<file path="src/rtl/usb_port_pkg.sv">
package usb_port_pkg;
  localparam int PB_CONN = 0;
  localparam int PB_EN   = 2;
  localparam int PB_RST  = 8;
  localparam int PB_RSV  = 9;
  localparam int PB_DM   = 10;
  localparam int PB_DP   = 11;
  localparam int PB_PWR  = 12;
  localparam int PB_OWN  = 13;
  localparam int REG_W   = 16;

  typedef enum logic [1:0] {
    RS_IDLE  = 2'd0,
    RS_DRIVE = 2'd1,
    RS_TAIL  = 2'd2
  } rst_state_e;
endpackage

</file>
<file path="src/rtl/port_owner_ctl.sv">
module port_owner_ctl (
  input  logic clk,
  input  logic rst_n,
  input  logic cfg_flag,
  input  logic wr_en,
  input  logic wr_own,
  output logic owner
);
  logic cfg_q;
  logic owner_d;

  always_comb begin
    owner_d = owner;
    if (!cfg_flag)      owner_d = 1'b1;
    else if (!cfg_q)    owner_d = 1'b0;
    else if (wr_en)     owner_d = wr_own;
  end

  always_ff @(posedge clk or negedge rst_n) begin
    if (!rst_n) begin
      cfg_q <= 1'b0;
      owner <= 1'b1;
    end else begin
      cfg_q <= cfg_flag;
      owner <= owner_d;
    end
  end

  assert_owner_forced_R1: assert property (@(posedge clk) disable iff (!rst_n)
    !cfg_flag |=> owner);
  assert_owner_cleared_R2: assert property (@(posedge clk) disable iff (!rst_n)
    (cfg_flag && !cfg_q) |=> !owner);
  assert_owner_written_R3: assert property (@(posedge clk) disable iff (!rst_n)
    (cfg_flag && cfg_q && wr_en) |=> (owner == $past(wr_own)));
endmodule

</file>
<file path="src/rtl/port_reset_seq.sv">
module port_reset_seq #(
  parameter int TAIL_CYC = 60000
) (
  input  logic clk,
  input  logic rst_n,
  input  logic wr_en,
  input  logic wr_rst,
  input  logic wr_en_bit,
  input  logic halted,
  input  logic hs_detect,
  output logic rst_bit,
  output logic drive_rst,
  output logic port_en
);
  import usb_port_pkg::*;

  localparam int CW = $clog2(TAIL_CYC + 1);
  localparam logic [CW-1:0] LAST = CW'(TAIL_CYC - 1);

  rst_state_e st, st_d;
  logic [CW-1:0] cnt, cnt_d;
  logic cnt_ce;
  logic en_d;

  always_comb begin
    st_d   = st;
    cnt_d  = cnt;
    cnt_ce = 1'b0;
    en_d   = port_en;
    case (st)
      RS_IDLE: begin
        if (wr_en && wr_rst) begin
          st_d = RS_DRIVE;
          en_d = 1'b0;
        end else if (wr_en && !wr_en_bit) begin
          en_d = 1'b0;
        end
      end
      RS_DRIVE: begin
        if (wr_en && !wr_rst) begin
          st_d   = RS_TAIL;
          cnt_d  = '0;
          cnt_ce = 1'b1;
        end
      end
      RS_TAIL: begin
        if (!halted) begin
          if (cnt == LAST) begin
            st_d = RS_IDLE;
            en_d = hs_detect;
          end else begin
            cnt_d  = cnt + 1'b1;
            cnt_ce = 1'b1;
          end
        end
      end
      default: st_d = RS_IDLE;
    endcase
  end

  always_ff @(posedge clk or negedge rst_n) begin
    if (!rst_n) begin
      st      <= RS_IDLE;
      cnt     <= '0;
      port_en <= 1'b0;
    end else begin
      st      <= st_d;
      port_en <= en_d;
      if (cnt_ce) cnt <= cnt_d;
    end
  end

  assign rst_bit   = (st != RS_IDLE);
  assign drive_rst = (st == RS_DRIVE) || ((st == RS_TAIL) && !halted);

  assert_reset_start_R6: assert property (@(posedge clk) disable iff (!rst_n)
    (wr_en && wr_rst && st == RS_IDLE) |=> (rst_bit && drive_rst && !port_en));
  assert_release_holds_R7: assert property (@(posedge clk) disable iff (!rst_n)
    (st == RS_DRIVE && wr_en && !wr_rst) |=> rst_bit);
  assert_enable_at_end_R8: assert property (@(posedge clk) disable iff (!rst_n)
    $rose(port_en) |-> ($past(st) == RS_TAIL && st == RS_IDLE));
  assert_halt_holds_R10: assert property (@(posedge clk) disable iff (!rst_n)
    (st == RS_TAIL && halted) |=> rst_bit);
endmodule

</file>
<file path="src/rtl/port_line_sense.sv">
module port_line_sense (
  input  logic       connect,
  input  logic       port_en,
  input  logic       line_dp,
  input  logic       line_dm,
  output logic [1:0] lstat
);
  always_comb begin
    if (connect && !port_en) lstat = {line_dp, line_dm};
    else                     lstat = 2'b00;
  end
endmodule

</file>
<file path="src/rtl/usb_port_ctrl.sv">
module usb_port_ctrl #(
  parameter int CLKS_PER_MS = 60000,
  parameter int TAIL_CYC    = 60000
) (
  input  logic        clk,
  input  logic        rst_n,
  input  logic        cfg_flag,
  input  logic        halted,
  input  logic        connect,
  input  logic        line_dp,
  input  logic        line_dm,
  input  logic        hs_detect,
  input  logic        reg_wr,
  input  logic [15:0] reg_wdata,
  output logic [15:0] reg_rdata,
  output logic        port_en,
  output logic        port_owner,
  output logic        reset_active,
  output logic        drive_reset
);
  import usb_port_pkg::*;

  localparam int LIMIT = 2 * CLKS_PER_MS;
  localparam int LW    = $clog2(LIMIT + 2);

  logic [1:0] rst_sync;
  logic       rst_n_s;
  logic [1:0] lstat;

  always_ff @(posedge clk or negedge rst_n) begin
    if (!rst_n) rst_sync <= 2'b00;
    else        rst_sync <= {rst_sync[0], 1'b1};
  end
  assign rst_n_s = rst_sync[1];

  port_owner_ctl u_owner (
    .clk      (clk),
    .rst_n    (rst_n_s),
    .cfg_flag (cfg_flag),
    .wr_en    (reg_wr),
    .wr_own   (reg_wdata[PB_OWN]),
    .owner    (port_owner)
  );

  port_reset_seq #(.TAIL_CYC(TAIL_CYC)) u_rst (
    .clk       (clk),
    .rst_n     (rst_n_s),
    .wr_en     (reg_wr),
    .wr_rst    (reg_wdata[PB_RST]),
    .wr_en_bit (reg_wdata[PB_EN]),
    .halted    (halted),
    .hs_detect (hs_detect),
    .rst_bit   (reset_active),
    .drive_rst (drive_reset),
    .port_en   (port_en)
  );

  port_line_sense u_line (
    .connect (connect),
    .port_en (port_en),
    .line_dp (line_dp),
    .line_dm (line_dm),
    .lstat   (lstat)
  );

  always_comb begin
    reg_rdata          = '0;
    reg_rdata[PB_CONN] = connect;
    reg_rdata[PB_EN]   = port_en;
    reg_rdata[PB_RST]  = reset_active;
    reg_rdata[PB_RSV]  = 1'b0;
    reg_rdata[PB_DM]   = lstat[0];
    reg_rdata[PB_DP]   = lstat[1];
    reg_rdata[PB_PWR]  = 1'b1;
    reg_rdata[PB_OWN]  = port_owner;
  end

  // Settle-time watch: unhalted clocks between software release and reset end.
  logic          sw_rel;
  logic [LW-1:0] settle_cnt;
  always_ff @(posedge clk or negedge rst_n_s) begin
    if (!rst_n_s) begin
      sw_rel     <= 1'b0;
      settle_cnt <= '0;
    end else begin
      if (!reset_active) begin
        sw_rel     <= 1'b0;
        settle_cnt <= '0;
      end else begin
        if (reg_wr && !reg_wdata[PB_RST]) sw_rel <= 1'b1;
        if (sw_rel && !halted && settle_cnt <= LW'(LIMIT)) settle_cnt <= settle_cnt + 1'b1;
      end
    end
  end

  assert_settle_limit_R8: assert property (@(posedge clk) disable iff (!rst_n_s)
    settle_cnt <= LW'(LIMIT));
  assert_no_hs_no_enable_R9: assert property (@(posedge clk) disable iff (!rst_n_s)
    ($fell(reset_active) && !$past(hs_detect)) |-> !port_en);
endmodule

</file>
<file path="config.mk">
export PLATFORM = sky130hd
export DESIGN_NAME = usb_port_ctrl
export DESIGN_NICKNAME = d
export VERILOG_FILES = /design/src/rtl/usb_port_pkg.sv /design/src/rtl/port_owner_ctl.sv /design/src/rtl/port_reset_seq.sv /design/src/rtl/port_line_sense.sv /design/src/rtl/usb_port_ctrl.sv
export SDC_FILE = /design/constraint.sdc
export NUM_CORES = 1
export LEC_CHECK = 0
export BUFFER_PORTS_ARGS = -buffer_cell sky130_fd_sc_hd__clkbuf_2
export CAP_MARGIN = 15
export CORE_MARGIN = 2
export CORE_UTILIZATION = 52
export DETAILED_ROUTE_END_ITERATION = 12
export GPL_TIMING_DRIVEN = 0
export PLACE_DENSITY = 0.8
export RECOVER_POWER = 100
export SYNTH_ARGS = -nofsm -noshare
export SYNTH_HDL_FRONTEND = slang
export SYNTH_HIERARCHICAL = 1
export SYNTH_SLANG_ARGS = --single-unit
</file>
<file path="constraint.sdc">
create_clock -name clk -period 1.4 [get_ports clk]
set_clock_uncertainty 0.05 [all_clocks]
set_input_delay 0.14 -clock clk [delete_from_list [all_inputs] [get_ports clk]]
set_output_delay 0.14 -clock clk [all_outputs]
set_load 0.02 [all_outputs]
</file>
==> results of run 1 <==
## cell families (layout without fill, tap and decap cells)
logic type	after synthesis	after routing	share of synthesized area, %
other	2	11	0.481
and+or+nand+nor	59	59	24.4
muxes	4	4	2.56
DFF	23	23	36.9
AOI/OAI and AO/OA	47	47	20.9
adders and majority gates	4	4	3.20
buffers and inverters	32	81	11.5
## cells in the final DEF (no fill, tap or decap), types with 3 or more instances in the layout
| master | Yosys | routed |
|---|---|---|
| clkbuf_2 | 0 | 16 |
| o21ai_0 | 10 | 3 |
| o31ai_1 | 12 | 4 |
| clkbuf_1 | 5 | 7 |
| and2_1 | 4 | 3 |
| inv_1 | 9 | 5 |
| and4_1 | 5 | 5 |
| nand3_1 | 9 | 9 |
| o31ai_2 | 0 | 4 |
| inv_2 | 0 | 3 |
| clkbuf_4 | 0 | 3 |
| buf_4 | 16 | 32 |
| nand2_1 | 8 | 7 |
| a211oi_2 | 0 | 4 |
| o21ai_2 | 0 | 5 |
| nand4_1 | 8 | 8 |
| dfrtp_1 | 22 | 18 |
| nand3b_1 | 3 | 3 |
| dfrtp_2 | 0 | 4 |
| nand4b_1 | 4 | 4 |
| o31ai_4 | 0 | 4 |
| o21ai_1 | 1 | 3 |
| mux2i_1 | 4 | 4 |
| buf_6 | 0 | 8 |
| conb_1 | 2 | 11 |
## through the flow
step                hold slack, ns  util [%]
floorplan                   -0.206         -
global placement            -0.124      64.3
detailed placement          -0.119      64.3
CTS                         0.0536      72.2
global route                0.0855      81.0
finish                      0.0676      81.0
## registers in the layout, summed over array words and instances, names as in the netlist
signal,cells
rst_sync,2
u_rst/cnt,16
u_rst/port_en,1
u_owner/owner,1
u_rst/st,2
u_owner/cfg_q,1
## worst max-delay path: cells and delay by family, from the launching register on
kind               cells  cell delay, ns
AOI/OAI and AO/OA      2            0.56
DFF                    1            0.45
and+or+nand+nor        2            0.91
## routing by layer
layer | vias to the layer above | part of all wire [%]
li1 | 747 | -
met1 | 866 | 37
met2 | 114 | 50
met3 | 33 | 8.6
met4 | 0 | 4.5
met5 | - | 0
## power breakdown
part	internal (µW)	total (µW)	switching, µW
Combinational	231	521	290
Clock	112	326	214
Sequential	741	868	127
## area by class of cell
| type | count | area, µm² | share of cell area (%) |
|---|---|---|---|
| plain buffers | 21 | 160 | 7.05 |
| inverters | 9 | 37.5 | 1.65 |
| well taps | 31 | 38.8 | 1.71 |
| multi-input cells | 125 | 1090 | 48.0 |
| clock buffers | 4 | 26.3 | 1.16 |
| flip-flops and latches | 23 | 582 | 25.6 |
| repair buffers | 47 | 335 | 14.8 |
## worst min path at each step
stage | startpoint | to
after global placement | rst_n | rst_sync[0]
after floorplan | rst_n | rst_sync[0]
final | hs_detect | u_rst/port_en
after global routing | hs_detect | u_rst/port_en
after detailed placement | rst_n | rst_sync[1]
after CTS | reg_wdata[13] | u_owner/owner
## repair_timing
action | CTS | global route
pin swaps | 5 | 8
resized for setup | 24 | 36
cloned | 1 | 0
setup endpoints to repair | 22 | 23
setup buffers | 12 | 11
hold buffers | 2 | 0
hold endpoints to repair | 4 | 0
==> flow_metrics.py, run 1 <==
metrics = {
    "floorplan": {
        "die_h_um": 58.8,
        "rows": 19,
        "num_io_pins": 45,
        "die_w_um": 58.8,
        "core_area_um2": 2810,
        "die-area_um2": 3460,
        "start_util_pct": 55.7,
    },
    "routing": {
        "drt_iter0_drc": 127,
        "drtAntennaViolNets": 0,
        "vias": 1760,
        "drc": 4,
        "post_drt_via_cell_ratio": 6.77,
        "dr.pass1.iters": 8,
        "wirelength_um": 5300,
        "wl_per_cell_um": 20.4,
    },
    "place": {
        "postPlaceCellArea_um2": 1800,
        "place_ws_ns": -0.885,
        "numPortBuffers": 21,
        "place_congestion": 0.932,
        "dp_cells": 232,
        "hpwlAfterDp_um": 2800,
    },
    "clock_tree": {
        "ctsHtreeMaxLevel": 1,
        "cts_buffer_depth": 2,
        "clk_pin_slew_ns": 0.13,
        "cts_root_buffer": "clkbuf_4",
        "cts.sinks": 23,
        "cts_tree": "yes",
        "cts_buffers": 3,
        "insertion_delay_ns": 0.32,
    },
    "power": {
        "cellLeakagePower_uw": 0.000962,
        "peakVddDrop_uv": 842,
        "p_total_uw": 1720,
        "cellPowerDensity_nw_per_um2": 755,
    },
    "min_path": {
        "holdPathStages": 3,
        "min_path_type": "primary input to register",
    },
    "final_layout": {
        "final-instance-count-excl-fill": 260,
        "n_antenna_cell": 0,
        "final_area_um2": 2270,
        "nets": 259,
        "n_fill_cell": 170,
        "drive_gt1_share_pct": 46.3,
        "area_growth_syn_to_layout_pct": 45.3,
    },
    "critical_path": {
        "cp_max_fo": 4,
        "endpoint": "u_rst/st[0]",
        "rr_worst_depth": 4,
        "r2r-start": "u_rst/cnt[7]",
        "critPathRequiredTime_ns": 1.61,
        "slowest_delay_ns": 0.51,
        "r2r_setup_slack_ns": -0.64,
        "cp_cell_sequence": "or4b_4 -> o41a_1 -> or3b_1 -> a21oi_2",
        "critical_path.startpoint": "u_rst/cnt[7]",
        "r2r_end": "u_rst/st[0]",
        "critical_path_class": "register to register",
        "cp-end-kind": "register",
        "slowest_stage": "or4b_4",
        "arrival_ns": 2.25,
        "cp-start-kind": "register",
    },
    "timing": {
        "layout_setup_ws_ns": -0.639,
        "slew_viol_final": 0,
        "finalCritPeriodShare_pct": 146,
        "tns_ns": -11.12,
        "rsz0062_at_grt": "true",
        "max_freq_mhz": 490,
        "setup_viol": 22,
        "worst_slew_pin_slew_ns": 0.872,
        "slew_headroom_pct": 41.9,
        "hold_viol": 0,
        "period_needed_ns": 2.04,
    },
    "logic_synthesis": {
        "ys_seq_area_share_pct": 36.9,
        "synth.top_cell.area_share_pct": 35.2,
        "ys_types": 42,
        "syn_area_um2": 1560,
        "synthTopCellsByArea": "dfrtp_1 35%, buf_4 7.7%, o31ai_1 5.8%",
        "ys.flop_type": "dfrtp_1",
        "synth_most_common_cell": "dfrtp_1",
        "async_reset_ff_share_pct": 100,
        "yosysWarnings": 6,
        "syn_inst": 171,
        "synth.avg_cell_area_um2": 9.14,
        "yosysTopAreaCell": "dfrtp_1",
        "yosys_register_bits": 23,
        "synthTopCellsByCount": "22 x dfrtp_1, 16 x buf_4, 12 x o31ai_1",
        "synth_edf_count": 0,
    },
    "global_routing": {
        "antenna_found_initial": 0,
        "gr-max-usage-layer": "met2",
        "use_met2_pct": 44.6,
        "grt_pass1_vias": 1551,
        "grtUsageTotal_pct": 27.2,
        "overflow": 0,
        "use_met1_pct": 33.4,
        "use_met3_pct": 7.03,
        "grt_pass1_wl_um": 7070,
        "grt_max_degree": 22,
    },
    "outcome": {
        "violations": "design-rule violations, negative setup slack",
        "outcome": "complete, but fails checks",
    },
    "run": {
        "drv_cap": 0,
    },
}
No activity file was read; power rests on OpenSTA's default activity.
==> inputs of run 2 (changes only) <==
--- a/config.mk
+++ b/config.mk
@@ -8,10 +8,10 @@
 export BUFFER_PORTS_ARGS = -buffer_cell sky130_fd_sc_hd__clkbuf_2
 export CAP_MARGIN = 15
 export CORE_MARGIN = 2
-export CORE_UTILIZATION = 52
+export CORE_UTILIZATION = 50
 export DETAILED_ROUTE_END_ITERATION = 12
 export GPL_TIMING_DRIVEN = 0
-export PLACE_DENSITY = 0.8
+export PLACE_DENSITY = 0.77
 export RECOVER_POWER = 100
 export SYNTH_ARGS = -nofsm -noshare
 export SYNTH_HDL_FRONTEND = slang
==> run 2 against run 1 <==
Against the previous run:
- the flow finishes with violations (negative setup slack)
- via count up 4.2%
- global-route usage up 1.5 points
- count of clock-buffer cells in the layout unchanged
- cell area up 5.8%
- final cell count up 3.1%
- largest power group unchanged
- largest cell class unchanged
- critical path type unchanged
- power up 1.0%
- worst setup slack worse by 0.041 ns
- non-clock buffer count up 6
- highest routed layer unchanged
==> flow_metrics.py, run 2 (synthesis results as in run 1) <==
metrics = {
    "clock_tree": {
        "cts_root_buffer": "clkbuf_4",
        "clk_pin_slew_ns": 0.13,
        "cts_tree": "yes",
        "cts_buffer_depth": 2,
        "insertion_delay_ns": 0.34,
        "cts_buffers": 3,
        "ctsHtreeMaxLevel": 1,
        "cts.sinks": 23,
    },
    "final_layout": {
        "layout_common_cells": "33 x buf_4, 18 x dfrtp_1, 14 x clkbuf_2, 12 x buf_6, 11 x conb_1",
        "multi_input_area_um2": 1160,
        "largest_register_ffs": 16,
        "drive_gt1_share_pct": 51.1,
        "area_growth_syn_to_layout_pct": 53.8,
        "n_fill_cell": 171,
        "n_antenna_cell": 0,
        "final_core_util_pct": 80.0,
        "final_area_um2": 2400,
        "reg_top3": "u_rst/cnt (16), rst_sync (2), u_rst/st (2)",
        "layout_commonest_cell": "buf_4",
        "regMostFlops": "u_rst/cnt",
        "seq_area_um2": 582,
        "nets": 265,
        "final-instance-count-excl-fill": 268,
    },
    "outcome": {
        "violations": "negative setup slack",
        "outcome": "complete, but fails checks",
    },
    "critical_path": {
        "critical_path.startpoint": "u_rst/st[1]",
        "cp-end-kind": "register",
        "r2r-start": "u_rst/st[1]",
        "arrival_ns": 2.24,
        "cp_max_fo": 6,
        "critPathRequiredTime_ns": 1.56,
        "cp-start-kind": "register",
        "critical_path_class": "register to register",
    },
    "routing": {
        "wirelength_um": 5830,
        "vias": 1834,
        "drc": 0,
        "dr.pass1.iters": 7,
        "drt_iter0_drc": 187,
        "post_drt_via_cell_ratio": 6.84,
        "drtAntennaViolNets": 0,
        "wl_per_cell_um": 21.8,
    },
    "timing": {
        "rsz0062_at_grt": "true",
        "hold_viol": 0,
        "max_freq_mhz": 481,
        "layout_setup_ws_ns": -0.681,
        "finalCritPeriodShare_pct": 149,
        "period_needed_ns": 2.08,
        "setup_viol": 22,
        "slew_headroom_pct": 39.4,
        "slew_viol_final": 0,
        "worst_slew_pin_slew_ns": 0.909,
    },
    "floorplan": {
        "die_w_um": 59.9,
        "die_h_um": 59.9,
        "rows": 20,
        "core_area_um2": 3000,
        "die-area_um2": 3590,
        "start_util_pct": 52.0,
        "num_io_pins": 45,
    },
    "global_routing": {
        "grt_max_degree": 22,
        "grt_pass1_vias": 1590,
        "overflow": 0,
        "grtUsageTotal_pct": 28.7,
        "antenna_found_initial": 0,
        "grt_pass1_wl_um": 7620,
    },
    "power": {
        "cellPowerDensity_nw_per_um2": 721,
        "p_total_uw": 1730,
        "cellLeakagePower_uw": 0.00102,
        "peakVddDrop_uv": 890,
    },
    "place": {
        "numPortBuffers": 21,
        "place_congestion": 0.915,
        "hpwlAfterDp_um": 2740,
        "dp_cells": 234,
        "postPlaceCellArea_um2": 1810,
    },
    "min_path": {
        "min_path_type": "primary input to asynchronous set/reset pin",
    },
    "run": {
        "drv_cap": 0,
    },
}
[run 2: timing repair]
action | in CTS | in global routing
endpoints found under the hold margin | 4 | 0
gates cloned | 2 | 0
setup buffers | 13 | 15
setup endpoints to repair | 22 | 24
pin swaps | 4 | 15
hold buffers | 2 | 0
gates resized for setup | 30 | 57
[run 2: through the flow]
step	setup slack, ns	hold slack (ns)	setup TNS (ns)
floorplan	-0.518	-0.206	-8.17
global placement	-0.801	-0.124	-12.71
detailed placement	-0.877	-0.123	-13.92
CTS	-0.629	0.0509	-11.37
global route	-0.706	0.0532	-12.61
finish	-0.681	0.0546	-11.59
[run 2: layout make-up]
cell class / instances / share of cell area, %
plain buffers: 21 / 6.77
clock buffers: 4 / 1.09
inverters: 9 / 1.56
multi-input cells: 125 / 48.3
flip-flops and latches: 23 / 24.2
well taps: 33 / 1.72
repair buffers: 53 / 16.4
[run 2: worst paths after layout]
kind / slack [ns] / depth (start not counted) / end
worst max-delay path: -0.68 / 7 / u_rst/cnt[11]
worst max register to register: -0.68 / 7 / u_rst/cnt[11]
min in group clk: 0.07 / 3 / u_rst/port_en
worst min register to register: 0.32 / 0 / rst_sync[1]
max in group asynchronous: 0.36 / 0 / u_rst/cnt[9]
worst min-delay path: 0.05 / 2 / rst_sync[1]
[run 2: power by group]
part | leakage (µW) | internal, µW | switching [µW] | total (µW)
Sequential | 0.000276 | 741 | 142 | 883
Combinational | 0.000731 | 234 | 278 | 512
Clock | 0.0000150 | 112 | 225 | 337
[run 2: worst max-delay path, cell delays in order, from the launching register on]
cell	delay [ns]
dfrtp_1	0.45
inv_2	0.14
ha_4	0.20
nor2_2	0.06
a2111o_2	0.56
buf_8	0.18
a211oi_2	0.18
mux2i_1	0.14
[run 2: metal layers]
layer | share of wire, % | global-route usage [%] | vias up
li1 | - | - | 769
met5 | 0 | 0 | -
met1 | 36 | 39.3 | 855
met3 | 10 | 2.16 | 47
met2 | 48 | 45.2 | 163
met4 | 6.1 | 15.2 | 0
